==> config.mk <==
export PLATFORM = sky130hd
export DESIGN_NAME = trig_pulse_port
export DESIGN_NICKNAME = d
export VERILOG_FILES = /design/src/rtl/tpp_pkg.sv /design/src/rtl/tpp_regs.sv /design/src/rtl/tpp_trig.sv /design/src/rtl/tpp_latch.sv /design/src/rtl/tpp_out.sv /design/src/rtl/trig_pulse_port.sv
export SDC_FILE = /design/constraint.sdc
export NUM_CORES = 1
export LEC_CHECK = 0
export ABC_CLOCK_PERIOD_IN_PS = 4400
export BUFFER_PORTS_ARGS = -buffer_cell sky130_fd_sc_hd__buf_2
export CELL_PAD_IN_SITES_DETAIL_PLACEMENT = 1
export CELL_PAD_IN_SITES_GLOBAL_PLACEMENT = 1
export CORE_UTILIZATION = 45
export DETAILED_ROUTE_END_ITERATION = 16
export HOLD_SLACK_MARGIN = 0.08
export MAX_ROUTING_LAYER = met4
export PLACE_DENSITY = 0.84
export SYNTH_ARGS = -nofsm -noshare
export SYNTH_HDL_FRONTEND = slang
export SYNTH_SLANG_ARGS = --single-unit
export TNS_END_PERCENT = 100
==> constraint.sdc <==
create_clock -name clk -period 4.4 [get_ports clk]
set_clock_uncertainty 0.2 [all_clocks]
set_input_delay 0.88 -clock clk [delete_from_list [all_inputs] [get_ports clk]]
set_output_delay 0.88 -clock clk [all_outputs]
set_load 0.05 [all_outputs]
==> src/rtl/tpp_pkg.sv <==
package tpp_pkg;
  localparam int REG_W  = 8;
  localparam int GRP_W  = 4;
  localparam int HALF_W = GRP_W / 2;
  localparam int PWM_N  = 3;

  typedef enum logic [1:0] {
    TSEL_INT  = 2'b00,
    TSEL_RISE = 2'b01,
    TSEL_FALL = 2'b10,
    TSEL_BOTH = 2'b11
  } trig_sel_e;

  // Register A layout: [7:6] trigger select, [5:4] group-1 low data (mode 1), [3:0] group-0 data
  typedef struct packed {
    trig_sel_e          tsel;
    logic [HALF_W-1:0]  g1lo;
    logic [GRP_W-1:0]   g0;
  } reg_a_t;

  // Register B layout: [7:6] group-1 high data, [5:4] group-1 low data (mode 0), [3] invert, [2:0] PWM enables
  typedef struct packed {
    logic [HALF_W-1:0]  g1hi;
    logic [HALF_W-1:0]  g1lo;
    logic               inv;
    logic [PWM_N-1:0]   pwm_en;
  } reg_b_t;
endpackage

==> src/rtl/tpp_regs.sv <==
module tpp_regs
  import tpp_pkg::*;
(
  input  logic             clk,
  input  logic             rst,
  input  logic             a_we,
  input  logic             b_we,
  input  logic [REG_W-1:0] wdata,
  output reg_a_t           reg_a,
  output reg_b_t           reg_b
);
  always_ff @(posedge clk) begin
    if (rst) begin
      reg_a <= '0;
      reg_b <= '0;
    end else begin
      if (a_we) reg_a <= reg_a_t'(wdata);
      if (b_we) reg_b <= reg_b_t'(wdata);
    end
  end
endmodule

==> src/rtl/tpp_trig.sv <==
module tpp_trig
  import tpp_pkg::*;
#(
  parameter int SYNC_STAGES = 2
)(
  input  logic      clk,
  input  logic      rst,
  input  trig_sel_e tsel,
  input  logic      int_trig,
  input  logic      ext_pin,
  output logic      trig
);
  logic [SYNC_STAGES-1:0] sync_q;
  logic                   prev_q;
  logic                   rise, fall;

  generate
    for (genvar s = 0; s < SYNC_STAGES; s++) begin : g_sync
      if (s == 0) begin : g_first
        always_ff @(posedge clk) begin
          if (rst) sync_q[0] <= 1'b0;
          else     sync_q[0] <= ext_pin;
        end
      end else begin : g_next
        always_ff @(posedge clk) begin
          if (rst) sync_q[s] <= 1'b0;
          else     sync_q[s] <= sync_q[s-1];
        end
      end
    end
  endgenerate

  always_ff @(posedge clk) begin
    if (rst) prev_q <= 1'b0;
    else     prev_q <= sync_q[SYNC_STAGES-1];
  end

  assign rise = sync_q[SYNC_STAGES-1] & ~prev_q;
  assign fall = ~sync_q[SYNC_STAGES-1] & prev_q;

  always_comb begin
    unique case (tsel)
      TSEL_INT:  trig = int_trig;
      TSEL_RISE: trig = rise;
      TSEL_FALL: trig = fall;
      TSEL_BOTH: trig = rise | fall;
      default:   trig = 1'b0;
    endcase
  end

  // a rising-edge trigger is a single-cycle pulse
  p_rise_single_r2: assert property (@(posedge clk) disable iff (rst)
    (tsel == TSEL_RISE && trig) |=> !rise);
endmodule

==> src/rtl/tpp_latch.sv <==
module tpp_latch
  import tpp_pkg::*;
(
  input  logic              clk,
  input  logic              rst,
  input  logic              mode,
  input  logic              trig,
  input  logic              uf,
  input  logic [GRP_W-1:0]  a_g0,
  input  logic [HALF_W-1:0] a_g1lo,
  input  logic [HALF_W-1:0] b_g1lo,
  input  logic [HALF_W-1:0] b_g1hi,
  input  logic [PWM_N-1:0]  b_pwm_en,
  output logic [GRP_W-1:0]  g0_lat,
  output logic [GRP_W-1:0]  g1_lat,
  output logic [PWM_N-1:0]  en_lat
);
  always_ff @(posedge clk) begin
    if (rst) begin
      g0_lat <= '0;
      g1_lat <= '0;
      en_lat <= '0;
    end else begin
      if (trig) begin
        g0_lat <= a_g0;
        en_lat <= b_pwm_en;
        if (mode) g1_lat[HALF_W-1:0] <= a_g1lo;
      end
      if (uf) begin
        g1_lat[GRP_W-1:HALF_W] <= b_g1hi;
        if (!mode) g1_lat[HALF_W-1:0] <= b_g1lo;
      end
    end
  end

  // group 0 holds without a trigger
  p_g0_hold_r3: assert property (@(posedge clk) disable iff (rst)
    !trig |=> $stable(g0_lat));
  // underflow loads high half of group 1 from register B
  p_g1hi_load_r6: assert property (@(posedge clk) disable iff (rst)
    uf |=> g1_lat[GRP_W-1:HALF_W] == $past(b_g1hi));
  // in mode 0 the low half of group 1 moves only on underflow
  p_g1lo_mode0_r5: assert property (@(posedge clk) disable iff (rst)
    (!mode && !uf) |=> $stable(g1_lat[HALF_W-1:0]));
  // PWM enables change only at a trigger
  p_en_hold_r9: assert property (@(posedge clk) disable iff (rst)
    !trig |=> $stable(en_lat));
endmodule

==> src/rtl/tpp_out.sv <==
module tpp_out
  import tpp_pkg::*;
(
  input  logic             clk,
  input  logic             rst,
  input  logic             mode,
  input  logic             inv,
  input  logic             pwm_wave,
  input  logic [GRP_W-1:0] g0_lat,
  input  logic [GRP_W-1:0] g1_lat,
  input  logic [PWM_N-1:0] en_lat,
  output logic [GRP_W-1:0] grp0_pins,
  output logic [GRP_W-1:0] grp1_pins
);
  logic [GRP_W-1:0] gated0;
  logic [GRP_W-1:0] inv0, inv1;

  generate
    for (genvar k = 0; k < GRP_W; k++) begin : g_gate
      if (k < PWM_N) begin : g_pwm
        assign gated0[k] = g0_lat[k] & (en_lat[k] ? pwm_wave : 1'b1);
      end else begin : g_plain
        assign gated0[k] = g0_lat[k];
      end
    end
  endgenerate

  assign inv0 = {GRP_W{inv}};
  assign inv1 = {{HALF_W{inv & ~mode}}, {HALF_W{inv}}};

  always_ff @(posedge clk) begin
    if (rst) begin
      grp0_pins <= '0;
      grp1_pins <= '0;
    end else begin
      grp0_pins <= gated0 ^ inv0;
      grp1_pins <= g1_lat ^ inv1;
    end
  end

  // in mode 1 the high half of group 1 is never inverted
  p_mode1_noinv_r7: assert property (@(posedge clk) disable iff (rst)
    mode |=> grp1_pins[GRP_W-1:HALF_W] == $past(g1_lat[GRP_W-1:HALF_W]));
endmodule

==> src/rtl/trig_pulse_port.sv <==
module trig_pulse_port
  import tpp_pkg::*;
#(
  parameter int SYNC_STAGES = 2
)(
  input  logic             clk,
  input  logic             rst,
  input  logic             reg_a_we,
  input  logic             reg_b_we,
  input  logic [REG_W-1:0] wr_data,
  input  logic             mode_sel,
  input  logic             int_trig,
  input  logic             ext_trig_pin,
  input  logic             tmr_uf,
  input  logic             pwm_wave,
  output logic [GRP_W-1:0] grp0_pins,
  output logic [GRP_W-1:0] grp1_pins
);
  reg_a_t           reg_a;
  reg_b_t           reg_b;
  logic             trig;
  logic [GRP_W-1:0] g0_lat, g1_lat;
  logic [PWM_N-1:0] en_lat;

  tpp_regs u_regs (
    .clk(clk), .rst(rst), .a_we(reg_a_we), .b_we(reg_b_we),
    .wdata(wr_data), .reg_a(reg_a), .reg_b(reg_b)
  );

  tpp_trig #(.SYNC_STAGES(SYNC_STAGES)) u_trig (
    .clk(clk), .rst(rst), .tsel(reg_a.tsel), .int_trig(int_trig),
    .ext_pin(ext_trig_pin), .trig(trig)
  );

  tpp_latch u_latch (
    .clk(clk), .rst(rst), .mode(mode_sel), .trig(trig), .uf(tmr_uf),
    .a_g0(reg_a.g0), .a_g1lo(reg_a.g1lo), .b_g1lo(reg_b.g1lo),
    .b_g1hi(reg_b.g1hi), .b_pwm_en(reg_b.pwm_en),
    .g0_lat(g0_lat), .g1_lat(g1_lat), .en_lat(en_lat)
  );

  tpp_out u_out (
    .clk(clk), .rst(rst), .mode(mode_sel), .inv(reg_b.inv),
    .pwm_wave(pwm_wave), .g0_lat(g0_lat), .g1_lat(g1_lat), .en_lat(en_lat),
    .grp0_pins(grp0_pins), .grp1_pins(grp1_pins)
  );

  // the first cycle after reset shows all pins low
  p_reset_low_r1: assert property (@(posedge clk) disable iff (rst)
    $past(rst) |-> (grp0_pins == '0 && grp1_pins == '0));
endmodule

==> impl_metrics.toml <==
[status]
outcome = "completed"

[place]
portBuffers = 24
dp_hpwl_mm = 2.15
gp_congestion = 0.715

[synth]
synthAdderAreaFrac_pct = 1.69
synth-seq-cells = 38
synth_area_leader_cell = "dfxtp_1"
synth-edff-count = 0
synth.top_cells.by_count = "38 x dfxtp_1, 35 x nor2_1, 29 x mux2i_1"
synth_xor_area_share_pct = 4.73
yosys-mux-area-fraction_pct = 21.1
avgSynthCellArea_sq_um = 10.3
synth_area_sq_um = 1480
synth_nets = 163
async_reset_ff_share_pct = 0
synth_top_family_by_area = "multiplexers"
yosys_warnings = 0
synthCells = 144
synth_cell_types = 20
synthMostInstantiatedCell = "dfxtp_1"
synth_area_leaders = "dfxtp_1 51%, mux2i_1 20%, nor2_1 8.9%, xnor2_1 3.0%, inv_1 2.0%"
ys_seq_area_share_pct = 51.4
yosys.area_share.simple_pct = 10.9
synth_top_area_share_pct = 51.4
synth_compound_area_share_pct = 5.33
synth_flop_cell = "dfxtp_1"

[sta]
fmax_ghz = 0.461
max_slew.worst_pin.slew_ns = 0.680
tns_ns = 0
fin_crit_sh_pct = 49.4
rsz0062_at_grt = "false"
hold_viol = 0
maxSlewHeadroom_pct = 54.7
drv_slew = 0
period_minus_slack_ns = 2.17
setup_viol = 0

[floorplan]
die_area_sq_um = 3520
pin_count = 25
core_area_sq_um = 3080
chipHeight_um = 59.4
die_w_um = 59.4
start_util_pct = 48.1
row_count = 20

[drt]
drc_errors = 0
vias = 1025
routedWlPerCell_um = 14.2
first_pass_iters = 4
drt-initial-drc-count = 24
drt-total-wl_mm = 2.96
antenna_left = 0
vias_per_cell = 4.90

[setup_path]
crit_cells = 6
crit_start = "u_trig.prev_q"
cp_slowest_cell = "mux4_2"
crit_path_end = "u_latch.g1_lat[0]"
end_kind = "register"
r2r_cells = 6
max_stage_delay_ns = 0.64
arrival_ns = 2.26
criticalPathCategory = "reg2reg"
critical_path.cell_chain = "inv_1 > ha_1 > inv_1 > mux4_2 > a2111oi_4 > a41o_1"
worst-endpoint-required_ns = 4.49
path_max_fanout = 9
r2r_end = "u_latch.g1_lat[0]"
start_kind = "register"
r2r_slack_ns = 2.23
cp_num_buf_inv = 2
crit_top_cell = "inv_1"
crit_family = "multiplexers"
reg2reg_from = "u_trig.prev_q"

[clocking]
ctsLongestPathBuffers = 2
cts_setup_buffers = 0
cts_made_buffers = 5
hold_buffers = 0
cts.sinks = 38
cts_resized = 0
root_buffer = "clkbuf_4"
cts_max_level = 2
clk_latency_ns = 0.34
clk_pin_slew_ns = 0.11
cts_tree = "built"

[global_route]
grt_pass1_vias = 1057
antenna_found_initial = 0
grt_usage_pct = 20.2
grt_pass1_wl_mm = 4.79
grt.overflow.total = 0
grt_start_max_net_pins = 40

[layout]
syn_to_final_growth_pct = 12.5
multi_input_area_sq_um = 648
drive_gt1_share_pct = 19.4
fillers = 362
final_core_util_pct = 54.1
n_antenna_cell = 0
nNetsFinal = 185
seq_area_sq_um = 761

[pwr]
ir_drop_mv = 0.200
powerDensity_nw_per_um2 = 385
p_leak_nw = 0.760

[flow_run]
drv_cap = 0

[min_path]
hold_class = "reg2reg"
## metrics by stage
stage               instances  instance area [sq um]  worst slack [ns]  power, W  hold WS [ns]
CTS                       209                   1670              2.23  0.000648         0.262
finish                    209                   1670              2.23  0.000641         0.258
detailed placement        203                   1610              2.01  0.000470         0.237
global route              209                   1670              2.12  0.000674         0.267
floorplan                 144                   1480              2.23  0.000446         0.214
global placement          203                   1610              2.04  0.000464         0.218
## worst reg2reg max path: stages, from the launching register on
cell and delay [ns]:
dfxtp_1 0.36, inv_1 0.05, ha_1 0.30, inv_1 0.04, mux4_2 0.64, a2111oi_4 0.40
a41o_1 0.13
## where the power goes
group	total [W]	switching, W	internal (W)
combinational	0.0000862	0.0000518	0.0000344
sequential	0.000375	0.0000121	0.000362
clock	0.000180	0.000108	0.0000721
total	0.000641	0.000172	0.000469
## state kept, by name, summed over array words and instances, names as in the netlist
name,cells
u_trig.prev_q,1
u_latch.g0_lat,4
u_regs.reg_b,8
u_out.grp1_pins,4
u_trig.sync_q,2
u_regs.reg_a,8
u_latch.g1_lat,4
u_latch.en_lat,3
u_out.grp0_pins,4
## per-layer routing
layer	part of all wire [%]	vias up	global-route usage, %	routed length (um)
met1	42	487	20.3	1260
met5	0	-	-	0
li1	-	512	-	-
met3	4.1	5	6.55	121
met2	51	21	34.7	1520
met4	2.2	0	10.2	65
## cell families (layout without fill, tap and decap cells)
family	after synthesis	in the layout
multiplexers	30	30
AO/OA/AOI/OAI	9	9
XOR/XNOR	8	8
adder cells (fa/ha/maj)	2	2
flip-flops	38	38
AND/OR/NAND/NOR	40	40
buffers and inverters	17	38
## layout make-up
class	count	area share (%)
flip-flops and latches	38	45.7
multi-input cells	89	38.9
inverters	8	1.80
well taps	44	3.31
clock buffers	6	3.08
repair buffers	24	7.21
## worst min-delay path by stage
stage | cells after the start | endpoint | start | slack (ns)
3_3_place_gp | 1 | u_trig.sync_q[1] | u_trig.sync_q[0] | 0.22
5_1_grt | 1 | u_trig.sync_q[1] | u_trig.sync_q[0] | 0.27
6_report | 1 | u_trig.sync_q[1] | u_trig.sync_q[0] | 0.26
4_1_cts | 1 | u_trig.sync_q[1] | u_trig.sync_q[0] | 0.26
3_5_place_dp | 1 | u_trig.sync_q[1] | u_trig.sync_q[0] | 0.24
2_1_floorplan | 1 | u_trig.sync_q[1] | u_trig.sync_q[0] | 0.21
## cells in the final DEF, fill, tap and decap left out
cell / netlist / routed
a2111oi_4: 1 / 1
a21oi_1: 1 / 1
a221o_1: 1 / 1
a31oi_1: 1 / 1
a41o_1: 1 / 1
buf_2: 0 / 24
clkbuf_4: 0 / 5
clkbuf_8: 0 / 1
dfxtp_1: 38 / 38
ha_1: 2 / 2
inv_1: 8 / 8
mux2i_1: 29 / 29
mux4_2: 1 / 1
nand2_1: 1 / 1
nor2_1: 35 / 35
nor2b_1: 3 / 3
nor3b_1: 1 / 1
o21ai_0: 4 / 4
xnor2_1: 5 / 5
xor2_1: 3 / 3
(Power assumes the default switching activity.)
